## config.mk

```make
export PLATFORM = sky130hd
export DESIGN_NAME = rtc_calendar
export DESIGN_NICKNAME = d
export VERILOG_FILES = /design/src/rtl/rtc_cal_pkg.sv /design/src/rtl/rtc_cal_seq.sv /design/src/rtl/rtc_cal_next.sv /design/src/rtl/rtc_cal_alarm.sv /design/src/rtl/rtc_calendar.sv
export SDC_FILE = /design/constraint.sdc
export NUM_CORES = 1
export LEC_CHECK = 0
export ABC_AREA = 1
export CORE_MARGIN = 2
export CORE_UTILIZATION = 45
export CTS_BUF_LIST = sky130_fd_sc_hd__clkbuf_8
export CTS_CLUSTER_DIAMETER = 150
export DETAILED_ROUTE_END_ITERATION = 12
export PLACE_DENSITY = 0.66
export SYNTH_ARGS = -nofsm -noshare
export SYNTH_HDL_FRONTEND = slang
export SYNTH_SLANG_ARGS = --single-unit
```

## constraint.sdc

```tcl
create_clock -name clk -period 17 [get_ports clk]
set_clock_uncertainty 0.05 [all_clocks]
set_input_delay 3.4 -clock clk [delete_from_list [all_inputs] [get_ports clk]]
set_output_delay 3.4 -clock clk [all_outputs]
set_load 0.05 [all_outputs]
```

## src/rtl/rtc_cal_pkg.sv

```systemverilog
package rtc_cal_pkg;

  localparam int NUM_TM  = 10;
  localparam int IX_SEC  = 0;
  localparam int IX_ASEC = 1;
  localparam int IX_MIN  = 2;
  localparam int IX_AMIN = 3;
  localparam int IX_HR   = 4;
  localparam int IX_AHR  = 5;
  localparam int IX_DOW  = 6;
  localparam int IX_DOM  = 7;
  localparam int IX_MON  = 8;
  localparam int IX_YR   = 9;
  localparam int IX_STAT = 10;
  localparam int IX_CTL  = 11;

  // field value in stored format -> binary
  function automatic logic [7:0] f2b(input logic [7:0] v, input logic bin);
    if (bin) return v;
    return 8'(v[7:4]) * 8'd10 + 8'(v[3:0]);
  endfunction

  // binary (0..99) -> stored format
  function automatic logic [7:0] b2f(input logic [7:0] b, input logic bin);
    logic [7:0] tens, ones;
    if (bin) return b;
    tens = b / 8'd10;
    ones = b % 8'd10;
    return {tens[3:0], ones[3:0]};
  endfunction

  // stored hour -> binary 0..23
  function automatic logic [7:0] hr_to24(input logic [7:0] raw, input logic bin,
                                         input logic h24);
    logic [7:0] h12;
    if (h24) return f2b(raw, bin);
    h12 = f2b({1'b0, raw[6:0]}, bin);
    if (h12 == 8'd12) return raw[7] ? 8'd12 : 8'd0;
    return raw[7] ? h12 + 8'd12 : h12;
  endfunction

  // binary 0..23 -> stored hour
  function automatic logic [7:0] hr_from24(input logic [7:0] h, input logic bin,
                                           input logic h24);
    logic [7:0] h12, enc;
    logic       pm;
    if (h24) return b2f(h, bin);
    pm  = (h >= 8'd12);
    h12 = pm ? h - 8'd12 : h;
    if (h12 == 8'd0) h12 = 8'd12;
    enc = b2f(h12, bin);
    return {pm, enc[6:0]};
  endfunction

  function automatic logic [7:0] month_days(input logic [7:0] mon, input logic [7:0] yr);
    case (mon)
      8'd2:                        return (yr[1:0] == 2'b00) ? 8'd29 : 8'd28;
      8'd4, 8'd6, 8'd9, 8'd11:     return 8'd30;
      default:                     return 8'd31;
    endcase
  endfunction

endpackage

```

## src/rtl/rtc_cal_seq.sv

```systemverilog
module rtc_cal_seq #(
  parameter int LEAD_CYC = 8,
  parameter int TAIL_CYC = 57
) (
  input  logic clk,
  input  logic rst,
  input  logic tick_i,
  input  logic inhibit_i,
  output logic busy_o,
  output logic adv_o,
  output logic end_o
);
  localparam int TOTAL = LEAD_CYC + TAIL_CYC;
  localparam int CW    = $clog2(TOTAL + 1);

  logic          busy_q;
  logic [CW-1:0] cnt_q;

  always_ff @(posedge clk) begin
    if (rst) begin
      busy_q <= 1'b0;
      cnt_q  <= '0;
    end else if (!busy_q) begin
      if (tick_i && !inhibit_i) begin
        busy_q <= 1'b1;
        cnt_q  <= CW'(1);
      end
    end else if (cnt_q == CW'(TOTAL)) begin
      busy_q <= 1'b0;
      cnt_q  <= '0;
    end else begin
      cnt_q <= cnt_q + CW'(1);
    end
  end

  assign busy_o = busy_q;
  assign adv_o  = busy_q && (cnt_q == CW'(LEAD_CYC));
  assign end_o  = busy_q && (cnt_q == CW'(TOTAL));

endmodule

```

## src/rtl/rtc_cal_next.sv

```systemverilog
module rtc_cal_next
  import rtc_cal_pkg::*;
(
  input  logic       bin_i,
  input  logic       h24_i,
  input  logic [7:0] sec_i,
  input  logic [7:0] min_i,
  input  logic [7:0] hr_i,
  input  logic [7:0] dow_i,
  input  logic [7:0] dom_i,
  input  logic [7:0] mon_i,
  input  logic [7:0] yr_i,
  output logic [7:0] sec_o,
  output logic [7:0] min_o,
  output logic [7:0] hr_o,
  output logic [7:0] dow_o,
  output logic [7:0] dom_o,
  output logic [7:0] mon_o,
  output logic [7:0] yr_o
);
  logic [7:0] s_b, m_b, h_b, w_b, d_b, mo_b, y_b, mlen;
  logic [7:0] s_n, m_n, h_n, w_n, d_n, mo_n, y_n;
  logic       c_s, c_m, c_h, c_d, c_mo;

  always_comb begin
    s_b  = f2b(sec_i, bin_i);
    m_b  = f2b(min_i, bin_i);
    h_b  = hr_to24(hr_i, bin_i, h24_i);
    w_b  = f2b(dow_i, bin_i);
    d_b  = f2b(dom_i, bin_i);
    mo_b = f2b(mon_i, bin_i);
    y_b  = f2b(yr_i, bin_i);
    mlen = month_days(mo_b, y_b);

    c_s = (s_b >= 8'd59);
    s_n = c_s ? 8'd0 : s_b + 8'd1;

    c_m = c_s && (m_b >= 8'd59);
    m_n = c_s ? (c_m ? 8'd0 : m_b + 8'd1) : m_b;

    c_h = c_m && (h_b >= 8'd23);
    h_n = c_m ? (c_h ? 8'd0 : h_b + 8'd1) : h_b;

    w_n = c_h ? ((w_b >= 8'd7) ? 8'd1 : w_b + 8'd1) : w_b;

    c_d = c_h && (d_b >= mlen);
    d_n = c_h ? (c_d ? 8'd1 : d_b + 8'd1) : d_b;

    c_mo = c_d && (mo_b >= 8'd12);
    mo_n = c_d ? (c_mo ? 8'd1 : mo_b + 8'd1) : mo_b;

    y_n = c_mo ? ((y_b >= 8'd99) ? 8'd0 : y_b + 8'd1) : y_b;

    sec_o = b2f(s_n, bin_i);
    min_o = b2f(m_n, bin_i);
    hr_o  = hr_from24(h_n, bin_i, h24_i);
    dow_o = b2f(w_n, bin_i);
    dom_o = b2f(d_n, bin_i);
    mon_o = b2f(mo_n, bin_i);
    yr_o  = b2f(y_n, bin_i);
  end

endmodule

```

## src/rtl/rtc_cal_alarm.sv

```systemverilog
module rtc_cal_alarm #(
  parameter int NFIELD = 3
) (
  input  logic [NFIELD-1:0][7:0] cur_i,
  input  logic [NFIELD-1:0][7:0] ref_i,
  output logic                   match_o
);
  logic [NFIELD-1:0] hit;

  for (genvar g = 0; g < NFIELD; g++) begin : g_fld
    assign hit[g] = (ref_i[g][7:6] == 2'b11) || (ref_i[g] == cur_i[g]);
  end

  assign match_o = &hit;

endmodule

```

## src/rtl/rtc_calendar.sv

```systemverilog
module rtc_calendar
  import rtc_cal_pkg::*;
#(
  parameter int ADDR_W   = 4,
  parameter int LEAD_CYC = 8,
  parameter int TAIL_CYC = 57
) (
  input  logic              clk,
  input  logic              rst,
  input  logic              tick_i,
  input  logic              wr_en_i,
  input  logic [ADDR_W-1:0] wr_addr_i,
  input  logic [7:0]        wr_data_i,
  input  logic [ADDR_W-1:0] rd_addr_i,
  output logic [7:0]        rd_data_o,
  output logic              uip_o,
  output logic              done_o,
  output logic              alarm_o
);
  logic [7:0] tm_q [NUM_TM];
  logic       ctl_set_q, ctl_bin_q, ctl_h24_q;
  logic       busy, adv, fin, match;
  logic [7:0] n_sec, n_min, n_hr, n_dow, n_dom, n_mon, n_yr;
  logic [7:0] rd_q;
  logic       done_q, alarm_q;

  rtc_cal_seq #(.LEAD_CYC(LEAD_CYC), .TAIL_CYC(TAIL_CYC)) u_seq (
    .clk(clk), .rst(rst), .tick_i(tick_i), .inhibit_i(ctl_set_q),
    .busy_o(busy), .adv_o(adv), .end_o(fin)
  );

  rtc_cal_next u_next (
    .bin_i(ctl_bin_q), .h24_i(ctl_h24_q),
    .sec_i(tm_q[IX_SEC]), .min_i(tm_q[IX_MIN]), .hr_i(tm_q[IX_HR]),
    .dow_i(tm_q[IX_DOW]), .dom_i(tm_q[IX_DOM]), .mon_i(tm_q[IX_MON]),
    .yr_i(tm_q[IX_YR]),
    .sec_o(n_sec), .min_o(n_min), .hr_o(n_hr), .dow_o(n_dow),
    .dom_o(n_dom), .mon_o(n_mon), .yr_o(n_yr)
  );

  rtc_cal_alarm #(.NFIELD(3)) u_alarm (
    .cur_i({tm_q[IX_HR], tm_q[IX_MIN], tm_q[IX_SEC]}),
    .ref_i({tm_q[IX_AHR], tm_q[IX_AMIN], tm_q[IX_ASEC]}),
    .match_o(match)
  );

  // time, date and alarm storage
  always_ff @(posedge clk) begin
    if (rst) begin
      for (int i = 0; i < NUM_TM; i++) tm_q[i] <= 8'h00;
      tm_q[IX_DOW] <= 8'h01;
      tm_q[IX_DOM] <= 8'h01;
      tm_q[IX_MON] <= 8'h01;
    end else if (adv) begin
      tm_q[IX_SEC] <= n_sec;
      tm_q[IX_MIN] <= n_min;
      tm_q[IX_HR]  <= n_hr;
      tm_q[IX_DOW] <= n_dow;
      tm_q[IX_DOM] <= n_dom;
      tm_q[IX_MON] <= n_mon;
      tm_q[IX_YR]  <= n_yr;
    end else if (wr_en_i && !busy && (wr_addr_i < ADDR_W'(NUM_TM))) begin
      tm_q[wr_addr_i] <= wr_data_i;
    end
  end

  // control register
  always_ff @(posedge clk) begin
    if (rst) begin
      ctl_set_q <= 1'b0;
      ctl_bin_q <= 1'b0;
      ctl_h24_q <= 1'b1;
    end else if (wr_en_i && (wr_addr_i == ADDR_W'(IX_CTL))) begin
      ctl_set_q <= wr_data_i[7];
      ctl_bin_q <= wr_data_i[2];
      ctl_h24_q <= wr_data_i[1];
    end
  end

  // registered read port and pulses
  always_ff @(posedge clk) begin
    if (rst) begin
      rd_q    <= 8'h00;
      done_q  <= 1'b0;
      alarm_q <= 1'b0;
    end else begin
      done_q  <= fin;
      alarm_q <= fin && match;
      if (rd_addr_i < ADDR_W'(NUM_TM))
        rd_q <= tm_q[rd_addr_i];
      else if (rd_addr_i == ADDR_W'(IX_STAT))
        rd_q <= {busy, 7'b0};
      else if (rd_addr_i == ADDR_W'(IX_CTL))
        rd_q <= {ctl_set_q, 4'b0, ctl_bin_q, ctl_h24_q, 1'b0};
      else
        rd_q <= 8'h00;
    end
  end

  assign rd_data_o = rd_q;
  assign uip_o     = busy;
  assign done_o    = done_q;
  assign alarm_o   = alarm_q;

endmodule

```

# After elaboration in Yosys (flattened, before gate mapping)
# Memories as Yosys holds them, arrays and structs flattened.
# Index checks and enable logic that the tools add are counted.
# totals
n_memories	1
mem_bits_rw	80
output_inout_bits	11
register_bits	21
# classes
add_sub_neg	18
n_mux	96
order_cmp	10
n_div	16
reduce_logical	22
n_mul	8
bitwise	10
n_eq_ne	17
# memory_table
name	words	width	rd	rd_ports_with_merged_regs	wr	line	source
tm_q	10	8	11	0	10	rtc_calendar.sv:20	logic [7:0] tm_q [NUM_TM];
# op_table
cell	n
2-to-1 mux 8 bit	68
divider 8 x 4 -> 8 bit (second input constant)	8
modulo 8 x 4 -> 8 bit (second input constant)	8
adder 8 x 1 -> 8 bit (second input constant)	7
adder 8 x 4 -> 8 bit	7
multiplier 4 x 3 -> 7 bit (second input constant)	7
2-to-1 mux 7 bit	5
equality test 8 x 4 -> 1 bit (second input constant)	3
equality test 8 bit	3
2-to-1 mux 1 bit	20
equality test 8 x 3 -> 1 bit (second input constant)	2
greater-or-equal comparator 8 x 4 -> 1 bit (second input constant)	2
greater-or-equal comparator 8 x 6 -> 1 bit (second input constant)	2
case mux 8 bit (2 select lines)	1
equality test 4 bit (second input constant)	3
logical AND 1 bit	11
bitwise OR 1 bit	10
adder 7 x 4 -> 8 bit	1
adder 8 x 4 -> 8 bit (second input constant)	1
equality test 8 x 2 -> 1 bit (second input constant)	1
greater-or-equal comparator 8 x 3 -> 1 bit (second input constant)	1
greater-or-equal comparator 8 x 5 -> 1 bit (second input constant)	1
greater-or-equal comparator 8 x 7 -> 1 bit (second input constant)	1
greater-or-equal comparator 8 bit	1
other kinds (16)	23

# Logic depth before layout (Yosys ltp)
# An unclocked memory read counts as a cell.
# depth
word_depth	23
depth_mapped	55
ltp_nobuf	54

# Modules after synthesis
# From an unflattened synthesis, not the netlist that was laid out.
# hier_totals
hier_cells	2097
area_unflattened_um2	13297.8
# modules_own_cells
mod	area_each_um2	instances	seq_area_each_um2	cells_each
rtc_cal_next	7677.4	1	0.0	1373
rtc_calendar	4775.8	1	2662.6	581
rtc_cal_seq	461.7	1	160.2	65
rtc_cal_alarm	382.9	1	0.0	78

# Least setup slack after synthesis
# Ideal clock, no wire load.
# synth_path
path_type	register -> register
from	memory tm_q[2][5]
to	memory tm_q[4][2] (data pin)
path_stages_with_launch	48
slack_ps	10862
t_arrival_ps	5836
period_less_slack_ps	6138
cell_sequence	edfxtp_1 ha_1 ha_1 fa_1 or2_1 nand3_1 inv_1 nand2_1 nand2_1 nor2_1 nor2_1 nand2_2 nand2_4 nor2_2 nand4_2 nand2_4 buf_4 nor2_4 [... 12 more ...] nand2_2 nand2_2 nand2_1 nand2_1 inv_2 ha_1 nand2_1 inv_1 nand3_1 nand3_2 nand2_1 and2_1 ha_1 nand2_1 nand3_1 nand2_1 nand2_1 nand2_1
# synth_rtl
element	line
from (decl)	rtc_calendar.sv:20

==> run metrics <==
Setup TNS 0 ns; Inserted Diodes 0; wire length per cell 15.44 um; number of flops mapped to enable cells by yosys 80; path depth of the worst reg2reg path 47; DRT Wirelength 34,930 um; Post-Synth Adder-Cell Area 10.64%; Post-Syn Area 12,390 sq um; clock tree from TritonCTS done; GRT Util Overall 24.44%; fmax 140.7 MHz; Pleak 6.384 nW; worst r2r src tm_q[0][5]; Max rail drop VDD 120.2 uV; xor/xnor share of the synthesized area 4.372%; gr ovfl total 0; IO Count 31; pre-CTS setup slack 9.925 ns; Fin. Hold Viols 0; RSZ-0062 raised after global routing no; top cell type by total area after synthesis edfxtp_1; dpl hpwl 26,410 um; area fraction of the dominant cell type after synthesis 19.39%; Multi-input gate area 8288 sq um; drt via density 5.488; Iter 0 DRT Violations 980; Starting Density 45.85%; CP Capture Point tm_q[4][4]; Resized cells post-CTS 0; Clock Latency Late Sink 0.40 ns; Reg clk slew, reported paths 0.11 ns; die area 28,880 sq um; Stages on worst setup path 47; first-pass GRT wire length 56,850 um; Compound-Gate Fraction of Synth Area 16.24%; Die H 169.9 um; uppermost layer routed met4; worst r2r dst tm_q[4][4]; CP max-delay cell fa_1; Post-CTS Hold Fix Bufs 0; Seq/Total Area, Yosys 22.78%; clk buf depth 2; met3 wire len 1782 um; Synth async-reset ratio 0%; Post-Layout Inst Area 13,120 sq um; Period minus WS final 7.109 ns; minimum hold slack 0.4598 ns; syn nets 2,035; family with the most delay on the worst path simple AND/OR/NAND/NOR gates; # DRC 0; Final setup viols 0; Synth Area in Simple Gates 35.39%; Yosys reg bits 101; filler cell count 2,808; Max FO, Critical Path 15; Post CTS Setup Buffer Count 0; Pwr Density 92.66 nW/um^2; Top cell by count, worst path nand2_1; Finished Layout Cells 2,262; area grow syn2layout 5.856%; Worst-Margin Slew 1.029 ns; Area contributors post-synth edfxtp_1 (19%), nand2_1 (15%), ha_1 (8.4%); period utilization 41.82%; Pins Over Slew Limit 0; core area 27,030 sq um; Yosys warnings 0; worst relative slew slack 30.98%; vias in the first global route 11,580; number of cells after detailed placement 2,246; Final ANT Viol Nets 0; Root Buffer clkbuf_8; Synth Area per Inst 6.461 sq um; status finished clean; Crit Path Class reg2reg; routed vias 12,410; mux cell area share after synthesis 0.2423%; Storage cell area 2826 sq um; Crit path largest cell delay 0.54 ns; IO buf count 30; Setup crit start kind register; top-count cell post-synth nand2_1; final setup margin 9.891 ns; initial antenna violation count 1; launch point of the critical path tm_q[0][5]; Routed met2 length 16,340 um; Clock H-tree levels 3; Crit path required time 17.09 ns; MaxCap Viol Count 0; Clock Sink Count 101; largest net degree at the start of global routing 76; Met1 Wirelength 15,710 um; Rows 60; DP Area 12,890 sq um; TritonCTS Buffers 9; Primary FF master, synth edfxtp_1; layout cells sized above 1 7.548%; min-delay worst type reg2reg; Initial DRT Pass Iterations 5; largest family of logic cells by synthesized area simple AND/OR/NAND/NOR gates; Setup crit end kind register; CP bufs+invs 5; critical path arrival 7.20 ns; gpl congestion 0.9207; fin nets 2,033; Post-synth top cells nand2_1 (501), inv_1 (239), nor2_1 (182); Die W 169.9 um; flop2flop setup slack 9.89 ns; cell count after synthesis 1,918; synth unique cells 66
[area by class of cell]
class | instances | share of cell area [%]
Clock inverter | 7 | 0.8012
Timing Repair Buffer | 37 | 2.690
Tap cell | 341 | 3.253
Multi-Input combinational cell | 1504 | 63.18
Clock buffer | 9 | 0.9443
Sequential cell | 101 | 21.55
Inverter | 263 | 7.583
[layer usage]
| metal | GRT usage [%] | vias to the layer above |
|---|---|---|
| met5 | 0 | - |
| met4 | 8.324 | 0 |
| met2 | 42.47 | 338 |
| met1 | 31.72 | 5689 |
| met3 | 2.465 | 72 |
| li1 | - | 6314 |
[through the flow]
| stage | total power [mW] | util, % |
|---|---|---|
| floorplan | 0.8996 | - |
| global placement | 1.015 | 47.69 |
| detailed placement | 1.032 | 47.69 |
| CTS | 1.212 | 48.54 |
| global route | 1.336 | 48.54 |
| finish | 1.215 | 48.54 |
[power by group]
| part | internal, mW | switching, mW | leakage [nW] |
|---|---|---|---|
| clock | 0.0853 | 0.0969 | 0.112 |
| combinational | 0.257 | 0.487 | 5.28 |
| sequential | 0.276 | 0.0136 | 0.991 |
[how the worst min path moves through the flow]
stage,from,end,slack (ns),cells after the start
after floorplan,u_seq.cnt_q[4],u_seq.cnt_q[4],0.42,2
after global placement,u_seq.cnt_q[5],u_seq.cnt_q[5],0.44,2
after detailed placement,u_seq.cnt_q[1],u_seq.cnt_q[1],0.45,2
after CTS,u_seq.cnt_q[1],u_seq.cnt_q[1],0.46,2
after global routing,u_seq.cnt_q[1],u_seq.cnt_q[1],0.48,2
final,u_seq.cnt_q[1],u_seq.cnt_q[1],0.46,2
[sequential cells by signal, indices dropped and copies added (netlist names)]
| register | flops |
|---|---|
| done_o | 1 |
| ctl_set_q | 1 |
| ctl_h24_q | 1 |
| rd_data_o | 8 |
| ctl_bin_q | 1 |
| alarm_o | 1 |
| u_seq.busy_o | 1 |
| tm_q | 80 |
| u_seq.cnt_q | 7 |
[cell usage in the layout (no fill, tap or decap), types with 7 or more instances in the layout]
cell type        instances
xnor2_1                 27
nand4_1                 23
a31oi_1                 10
clkinv_1                 7
nand2_1                501
clkdlybuf4s50_1         30
o211ai_1                11
clkbuf_8                 9
nor3_1                  13
o21ai_0                155
nand2_4                 12
dfxtp_1                 20
or2_2                   15
fa_1                    14
nand2_2                 50
o21ai_1                 23
nand3_1                154
a21oi_1                 83
buf_4                    7
nor2_1                 182
o22ai_1                 26
inv_2                   15
ha_1                    83
edfxtp_1                80
xor2_1                  33
nand3b_1                 9
inv_1                  239
[tightest hold or removal path, delay by kind of cell, from the launching register on]
family | cells | cell delay, ns
DFF | 1 | 0.35
and+or+nand+nor | 1 | 0.07
AOI/OAI and AO/OA | 1 | 0.06
[cell families after synthesis]
| logic type | Yosys count |
|---|---|
| AO/OA/AOI/OAI | 354 |
| XOR/XNOR | 61 |
| adder cells (fa/ha/maj) | 97 |
| buffers and inverters | 313 |
| flip-flops | 101 |
| multiplexers | 3 |
| AND/OR/NAND/NOR | 989 |
(Power assumes the default switching activity.)
